**config.mk**
```make
export PLATFORM = sky130hd
export DESIGN_NAME = ssr_randomizer
export DESIGN_NICKNAME = d
export VERILOG_FILES = /design/src/rtl/ssr_pkg.sv /design/src/rtl/ssr_stage_chain.sv /design/src/rtl/ssr_tap_mix.sv /design/src/rtl/ssr_out_reg.sv /design/src/rtl/ssr_randomizer.sv
export SDC_FILE = /design/constraint.sdc
export NUM_CORES = 1
export LEC_CHECK = 0
export BUFFER_PORTS_ARGS = -buffer_cell sky130_fd_sc_hd__buf_2
export CORE_MARGIN = 5
export CORE_UTILIZATION = 49
export DETAILED_ROUTE_END_ITERATION = 16
export GPL_TIMING_DRIVEN = 0
export PLACE_DENSITY = 0.67
export SLEW_MARGIN = 20
export SYNTH_ARGS = -nofsm -noshare
export SYNTH_HDL_FRONTEND = slang
export SYNTH_SLANG_ARGS = --single-unit
```
**constraint.sdc**
```tcl
create_clock -name clk -period 0.96 [get_ports clk]
set_clock_uncertainty 0.1 [all_clocks]
set_input_delay 0.144 -clock clk [delete_from_list [all_inputs] [get_ports clk]]
set_output_delay 0.144 -clock clk [all_outputs]
set_load 0.1 [all_outputs]
```
**src/rtl/ssr_pkg.sv**
```systemverilog
package ssr_pkg;

   typedef enum logic {
      SSR_SCRAMBLE   = 1'b0,
      SSR_DESCRAMBLE = 1'b1
   } ssr_mode_e;

   function automatic logic [31:0] tap_mask(input int unsigned stages,
                                            input int unsigned tap_a,
                                            input int unsigned tap_b);
      logic [31:0] m;
      m = '0;
      if (tap_a >= 1 && tap_a <= stages) m[tap_a-1] = 1'b1;
      if (tap_b >= 1 && tap_b <= stages) m[tap_b-1] = 1'b1;
      return m;
   endfunction

endpackage

```
**src/rtl/ssr_stage_chain.sv**
```systemverilog
module ssr_stage_chain #(
   parameter int unsigned      STAGES = 17,
   parameter logic [STAGES-1:0] SEED  = '1
) (
   input  logic              clk,
   input  logic              rst,
   input  logic              adv,
   input  logic              load_bit,
   output logic [STAGES-1:0] state
);

   genvar k;
   generate
      for (k = 0; k < STAGES; k++) begin : g_stage
         logic nxt;
         if (k == 0) begin : g_head
            assign nxt = load_bit;
         end else begin : g_body
            assign nxt = state[k-1];
         end
         always_ff @(posedge clk) begin
            if (rst)      state[k] <= SEED[k];
            else if (adv) state[k] <= nxt;
         end
      end
   endgenerate

endmodule

```
**src/rtl/ssr_tap_mix.sv**
```systemverilog
module ssr_tap_mix #(
   parameter int unsigned STAGES = 17,
   parameter int unsigned TAP_A  = 12,
   parameter int unsigned TAP_B  = 17
) (
   input  logic [STAGES-1:0] state,
   input  logic              data,
   output logic              mixed
);

   localparam logic [31:0]       FULL_MASK = ssr_pkg::tap_mask(STAGES, TAP_A, TAP_B);
   localparam logic [STAGES-1:0] MASK      = FULL_MASK[STAGES-1:0];

   always_comb mixed = data ^ (^(state & MASK));

endmodule

```
**src/rtl/ssr_out_reg.sv**
```systemverilog
module ssr_out_reg (
   input  logic clk,
   input  logic rst,
   input  logic adv,
   input  logic d,
   output logic q,
   output logic vld
);

   always_ff @(posedge clk) begin
      if (rst) begin
         q   <= 1'b0;
         vld <= 1'b0;
      end else begin
         vld <= adv;
         if (adv) q <= d;
      end
   end

endmodule

```
**src/rtl/ssr_randomizer.sv**
```systemverilog
module ssr_randomizer #(
   parameter int unsigned        STAGES = 17,
   parameter int unsigned        TAP_A  = 12,
   parameter int unsigned        TAP_B  = 17,
   parameter logic [STAGES-1:0]  SEED   = 17'h1B5A3,
   parameter ssr_pkg::ssr_mode_e MODE   = ssr_pkg::SSR_SCRAMBLE
) (
   input  logic clk,
   input  logic rst,
   input  logic in_valid,
   input  logic in_bit,
   output logic out_valid,
   output logic out_bit
);

   localparam int unsigned LAST = STAGES - 1;

   generate
      if (STAGES < 2 || STAGES > 32) begin : g_bad_stages
         $error("ssr_randomizer: STAGES must be in 2..32");
      end
      if (TAP_A < 1 || TAP_A >= TAP_B) begin : g_bad_taps
         $error("ssr_randomizer: need 1 <= TAP_A < TAP_B");
      end
      if (TAP_B > STAGES) begin : g_bad_tapb
         $error("ssr_randomizer: TAP_B must not exceed STAGES");
      end
      if (SEED == '0) begin : g_bad_seed
         $error("ssr_randomizer: SEED must be nonzero");
      end
   endgenerate

   logic [LAST:0] sreg_q;
   logic          mixed;
   logic          load_bit;

   ssr_tap_mix #(
      .STAGES (STAGES),
      .TAP_A  (TAP_A),
      .TAP_B  (TAP_B)
   ) u_mix (
      .state (sreg_q),
      .data  (in_bit),
      .mixed (mixed)
   );

   generate
      if (MODE == ssr_pkg::SSR_SCRAMBLE) begin : g_feedback
         assign load_bit = mixed;
      end else begin : g_feedforward
         assign load_bit = in_bit;
      end
   endgenerate

   ssr_stage_chain #(
      .STAGES (STAGES),
      .SEED   (SEED)
   ) u_chain (
      .clk      (clk),
      .rst      (rst),
      .adv      (in_valid),
      .load_bit (load_bit),
      .state    (sreg_q)
   );

   ssr_out_reg u_out (
      .clk (clk),
      .rst (rst),
      .adv (in_valid),
      .d   (mixed),
      .q   (out_bit),
      .vld (out_valid)
   );

endmodule

```
### Yosys cells after proc, flatten, opt, wreduce, memory -nomap -nowiden

Cells that the tools add are included.
Widths: inputs -> output; s select.

| word-level totals | value |
|---|---|
| bits of input ports | 4 |
| flip-flop bits (word level) | 19 |
| logic and storage cells | 21 |
| output and inout port bits | 2 |

| cells by class | value |
|---|---|
| bitwise operators | 1 |
| reductions and logical operators | 1 |

Operators with widths:

| operator | count |
|---|---|
| $reduce_xor 17->1 | 1 |
| $xor 1x1->1 | 1 |

### Longest topological paths before layout

| logic depth | value |
|---|---|
| depth after elaboration | 2 |
| mapped depth | 5 |
| mapped depth without buffers | 3 |

### Hierarchy

Synthesis repeated with hierarchy kept, for this count alone.

| unflattened totals | value |
|---|---|
| cells, all modules | 77 |
| area, all modules | 863.3 sq um |

By module, submodules not included:

| module | instances | area each (sq um) | cells each | sequential area each (sq um) |
|---|---|---|---|---|
| ssr_stage_chain | 1 | 779.5 | 71 | 340.3 |
| ssr_out_reg | 1 | 60.1 | 5 | 40.0 |
| ssr_tap_mix | 1 | 23.8 | 1 | 0.0 |

### Least setup slack after synthesis

OpenSTA, ideal clock, no wires.

| timing path | value |
|---|---|
| path kind | register to register |
| from | register u_out.q (netlist name) |
| to | register u_out.q |
| path buffers | 0 |
| data required time | 790 ps |
| arrival | 1178 ps |
| library setup time | 70 ps |
| clock period less this slack | 1348 ps |
| stages on the path, launching flop included | 3 |
| path slack | -388 ps |
| cells stage by stage | dfxtp_1 -> nand2_1 -> a21oi_1 |

RTL lines:

| item | RTL line | source |
|---|---|---|
| to (signal assigned) | ssr_out_reg.sv:12 | `q <= 1'b0;` |
| to (signal assigned) | ssr_out_reg.sv:16 | `if (adv) q <= d;` |
| to (decl) | ssr_out_reg.sv:6 | `output logic q,` |

### Worst setup path in the final report

| timing path | value |
|---|---|
| from | register u_chain.state[16] |
| to | register u_out.q |

| on the way | value |
|---|---|
| longest elaborated chain between the ends | 2 |

Ends and longest elaborated chain:

| item | RTL line | source |
|---|---|---|
| from (decl) | ssr_stage_chain.sv:9 | `output logic [STAGES-1:0] state` |
| from (signal, indexed assignment) | ssr_stage_chain.sv:22 | `if (rst) state[k] <= SEED[k];` |
| from (signal, indexed assignment) | ssr_stage_chain.sv:23 | `else if (adv) state[k] <= nxt;` |
| $reduce_xor 17->1 | ssr_tap_mix.sv:14 | `always_comb mixed = data ^ (^(state & MASK));` |
| $xor 1x1->1 | ssr_tap_mix.sv:14 |  |

Every way passes these cells.
A chain may end at the register's enable or synchronous reset.

==> metrics.sh <==
NETLIST.AREA_LEADER.SHARE_PCT=53.4
WORST_SLEW_MARGIN_RELATIVE_TO_ITS_LIMIT_PCT=86.4
CTS.HTREE.LEVELS=1
FINALWEIGHTEDCONGESTION=0.672
DRT-WIRELENGTH-PER-CELL_UM=13.1
RUN_STATUS='finished, violations left'
HOLD_BUFFERS=0
TOTAL_ROUTING_RESOURCE_UTILIZATION_AFTER_GLOBAL_ROUTING_PCT=12.7
REGAREA_UM2=384
PWR_CELL_AREA_mW_PER_MM2=1830
WIRE_LENGTH_OF_THE_FIRST_GLOBAL_ROUTING_PASS_UM=2040
LAYOUT_WORST_PATH_CYCLE_SHARE_PCT=112
WORST_PIN_SLEW_PS=200
POST-SYNTH-TOP-AREA-CELL='dfxtp_1'
MAXCAPVIOLCOUNT=0
LEAK_nW=0.367
POWER.IR.VDD_WORST_mV=1.02
SYN_AREA_UM2=712
ROUTED_WL_UM=1140
SYNTH-SEQ-AREA-SHARE_PCT=53.4
CP_MAX_FO=2
DP_CELLS=83
DIE_WIDTH_UM=48.1
GRT_START_MAX_NET_PINS=12
ROWS=13
DPL.HPWL_UM=757
WORSTSKEWPAIRLATENCY_PS=290
ROUTE.VIAS.TOTAL=455
FIN_CELLS=87
SLEW_VIOL_FINAL=0
CLKSINKCOUNT=19
SYN_AREA_PER_CELL_UM2=11.0
GR-TOTAL-OVERFLOW=0
REMAINING_DRC_ERRORS=0
CRIT_ARRIVAL_PS=1160
SYN-NUM-NETS=69
CP.REQUIRED_PS=1050
FINALCRITICALPERIOD_PS=1080
AREA_GROWTH_PCT=14.9
TRITONCTS='yes'
PATH_CLASS='reg -> reg'
IO_BUFFER_COUNT=3
CLK_PIN_SLEW_PS=110
FMAXACHIEVABLE_MHz=928
INITIAL_CORE_UTILIZATION_PCT=53.4
MULTI_INPUT_AREA_UM2=293
DRT_FIRST_PASS_ITERS=4
END_OF_FLOW_CORE_UTILIZATION_PCT=61.4
VIAS_PER_CELL=5.23
GRT_PASS1_VIAS=492
SETUP_REPAIR_AFTER_GLOBAL_ROUTING_MISSED_ITS_MARGIN='true'
SYN_INST=65
SETUP_WS_FINAL_PS=-117
CTS_INSERTED_BUFFERS=3
WORST_HOLD_PATH_TYPE='in -> reg'
DRIVE_ABOVE_1_SHARE_PCT=27.8
FLOORPLAN.IO_PINS=6
DESIGN.DIE.AREA_MM2=0.00232
ANTENNA_FOUND_INITIAL=0
VIOLATED_CHECKS='setup timing'
SYNTHDISTINCTLIBCELLS=15
WORST_SETUP_PATH_START_KIND='register'
COREAREA_MM2=0.00133
CTS_BUFFER_DEPTH=2
ROOT_BUFFER='clkbuf_4'
POSTSYNTHREGISTERBITS=19
FILLERS=115
ENDPOINT_KIND='register'
SYNTHTOPCELLSBYAREA='dfxtp_1 (53%), mux2i_1 (11%), a211o_1 (11%), and2_1 (5.3%), nor2_1 (4.2%)'
N_ANTENNA_CELL=0
ANT_NETS=0
FINALSETUPVIOLCOUNT=4
FINALHOLDVIOLCOUNT=0
INITIALDRTVIOLATIONCOUNT=5
YOSYSWARNINGCOUNT=0
NNETSFINAL=77
DIE-HEIGHT_UM=48.1
where the power goes:
| part | switching (mW) | internal [mW] | leakage (nW) |
|---|---|---|---|
| sequential | 0.0319 | 0.849 | 0.158 |
| clock | 0.237 | 0.155 | 0.0177 |
| combinational | 0.118 | 0.109 | 0.191 |
| total | 0.386 | 1.11 | 0.367 |
through the flow:
step | hold slack, ps | cell area [µm²] | TNS (ps) | worst slack (ps) | power [mW]
2_1_floorplan | 310 | 714 | -79.0 | -79.0 | 1.06
3_3_place_gp | 341 | 748 | -211 | -108 | 1.09
3_5_place_dp | 347 | 748 | -282 | -118 | 1.09
4_1_cts | 43.2 | 815 | -471 | -132 | 1.50
5_1_grt | 42.3 | 818 | -599 | -154 | 1.57
6_report | 47.7 | 818 | -432 | -117 | 1.50
worst max-delay path: stages, from the launching register on:
cell	delay, ps
dfxtp_2	350
xnor2_2	160
mux2i_2	270
a21oi_1	90
cells in the mapped netlist (all sizes together):
| library cell | n |
|---|---|
| a211o | 9 |
| xnor2 | 1 |
| nor2 | 8 |
| buf | 5 |
| inv | 1 |
| dfxtp | 19 |
| a21oi | 2 |
| nor2b | 1 |
| mux2i | 8 |
| nand2 | 2 |
| and2b | 1 |
| and2 | 8 |
layout make-up:
type / count / area share [%]
sequential: 19 / 46.9
multi-input combinational: 40 / 35.8
buffer: 5 / 5.66
timing repair buffer: 3 / 5.50
clock buffer: 3 / 2.75
tap: 15 / 2.29
clock inverter: 1 / 0.612
inverter: 1 / 0.459
cell families (layout without fill, tap and decap cells):
| logic type | after synthesis | after routing | share of synthesized area (%) |
|---|---|---|---|
| AND/OR/NAND/NOR | 20 | 20 | 14.6 |
| flip-flops | 19 | 19 | 53.4 |
| AO/OA/AOI/OAI | 11 | 11 | 12.5 |
| multiplexers | 8 | 8 | 11.2 |
| buffers and inverters | 6 | 13 | 7.03 |
| XOR/XNOR | 1 | 1 | 1.23 |
timing repair:
item | 4_1_cts | 5_1_grt
setup buffers | 0 | 0
gates resized for setup | 10 | 1
pin swaps | 2 | 2
endpoints found under the setup margin | 4 | 4
state kept, by name, indices dropped and copies added (netlist names):
register	count
u_chain.g_stage.nxt	16
u_chain.state	1
u_out.q	1
u_out.vld	1
per-layer routing:
layer	GRT usage, %	routed length (µm)	share of wire, %	vias to the layer above
met2	20.8	495	43	5
met1	15.3	601	53	217
met3	3.32	29	2.5	2
met5	0	0	0	-
li1	-	-	-	231
met4	6.45	14	1.2	0
cells in the final DEF, fill, tap and decap left out, types with 3 or more instances in the layout:
cell and count:
a211o_1 9, and2_1 6, buf_12 3, buf_2 4, clkbuf_4 3, dfxtp_1 16
dfxtp_2 3, mux2i_1 7, nor2_1 8
worst paths after layout:
path	from	depth (start not counted)	slack [ps]	end
hold reg to reg	u_chain.g_stage[13].nxt$_SDFFE_PP1P_	1	370	u_chain.g_stage[13].nxt$_SDFFE_PP1P_
setup reg to reg	u_chain.state[16]$_SDFFE_PP1P_	3	-120	u_out.q$_SDFFE_PP0P_
hold / removal	in_valid	3	50	u_chain.g_stage[13].nxt$_SDFFE_PP1P_
setup / recovery	u_chain.state[16]$_SDFFE_PP1P_	3	-120	u_out.q$_SDFFE_PP0P_
Note: power is estimated with default switching activity, not from simulation.
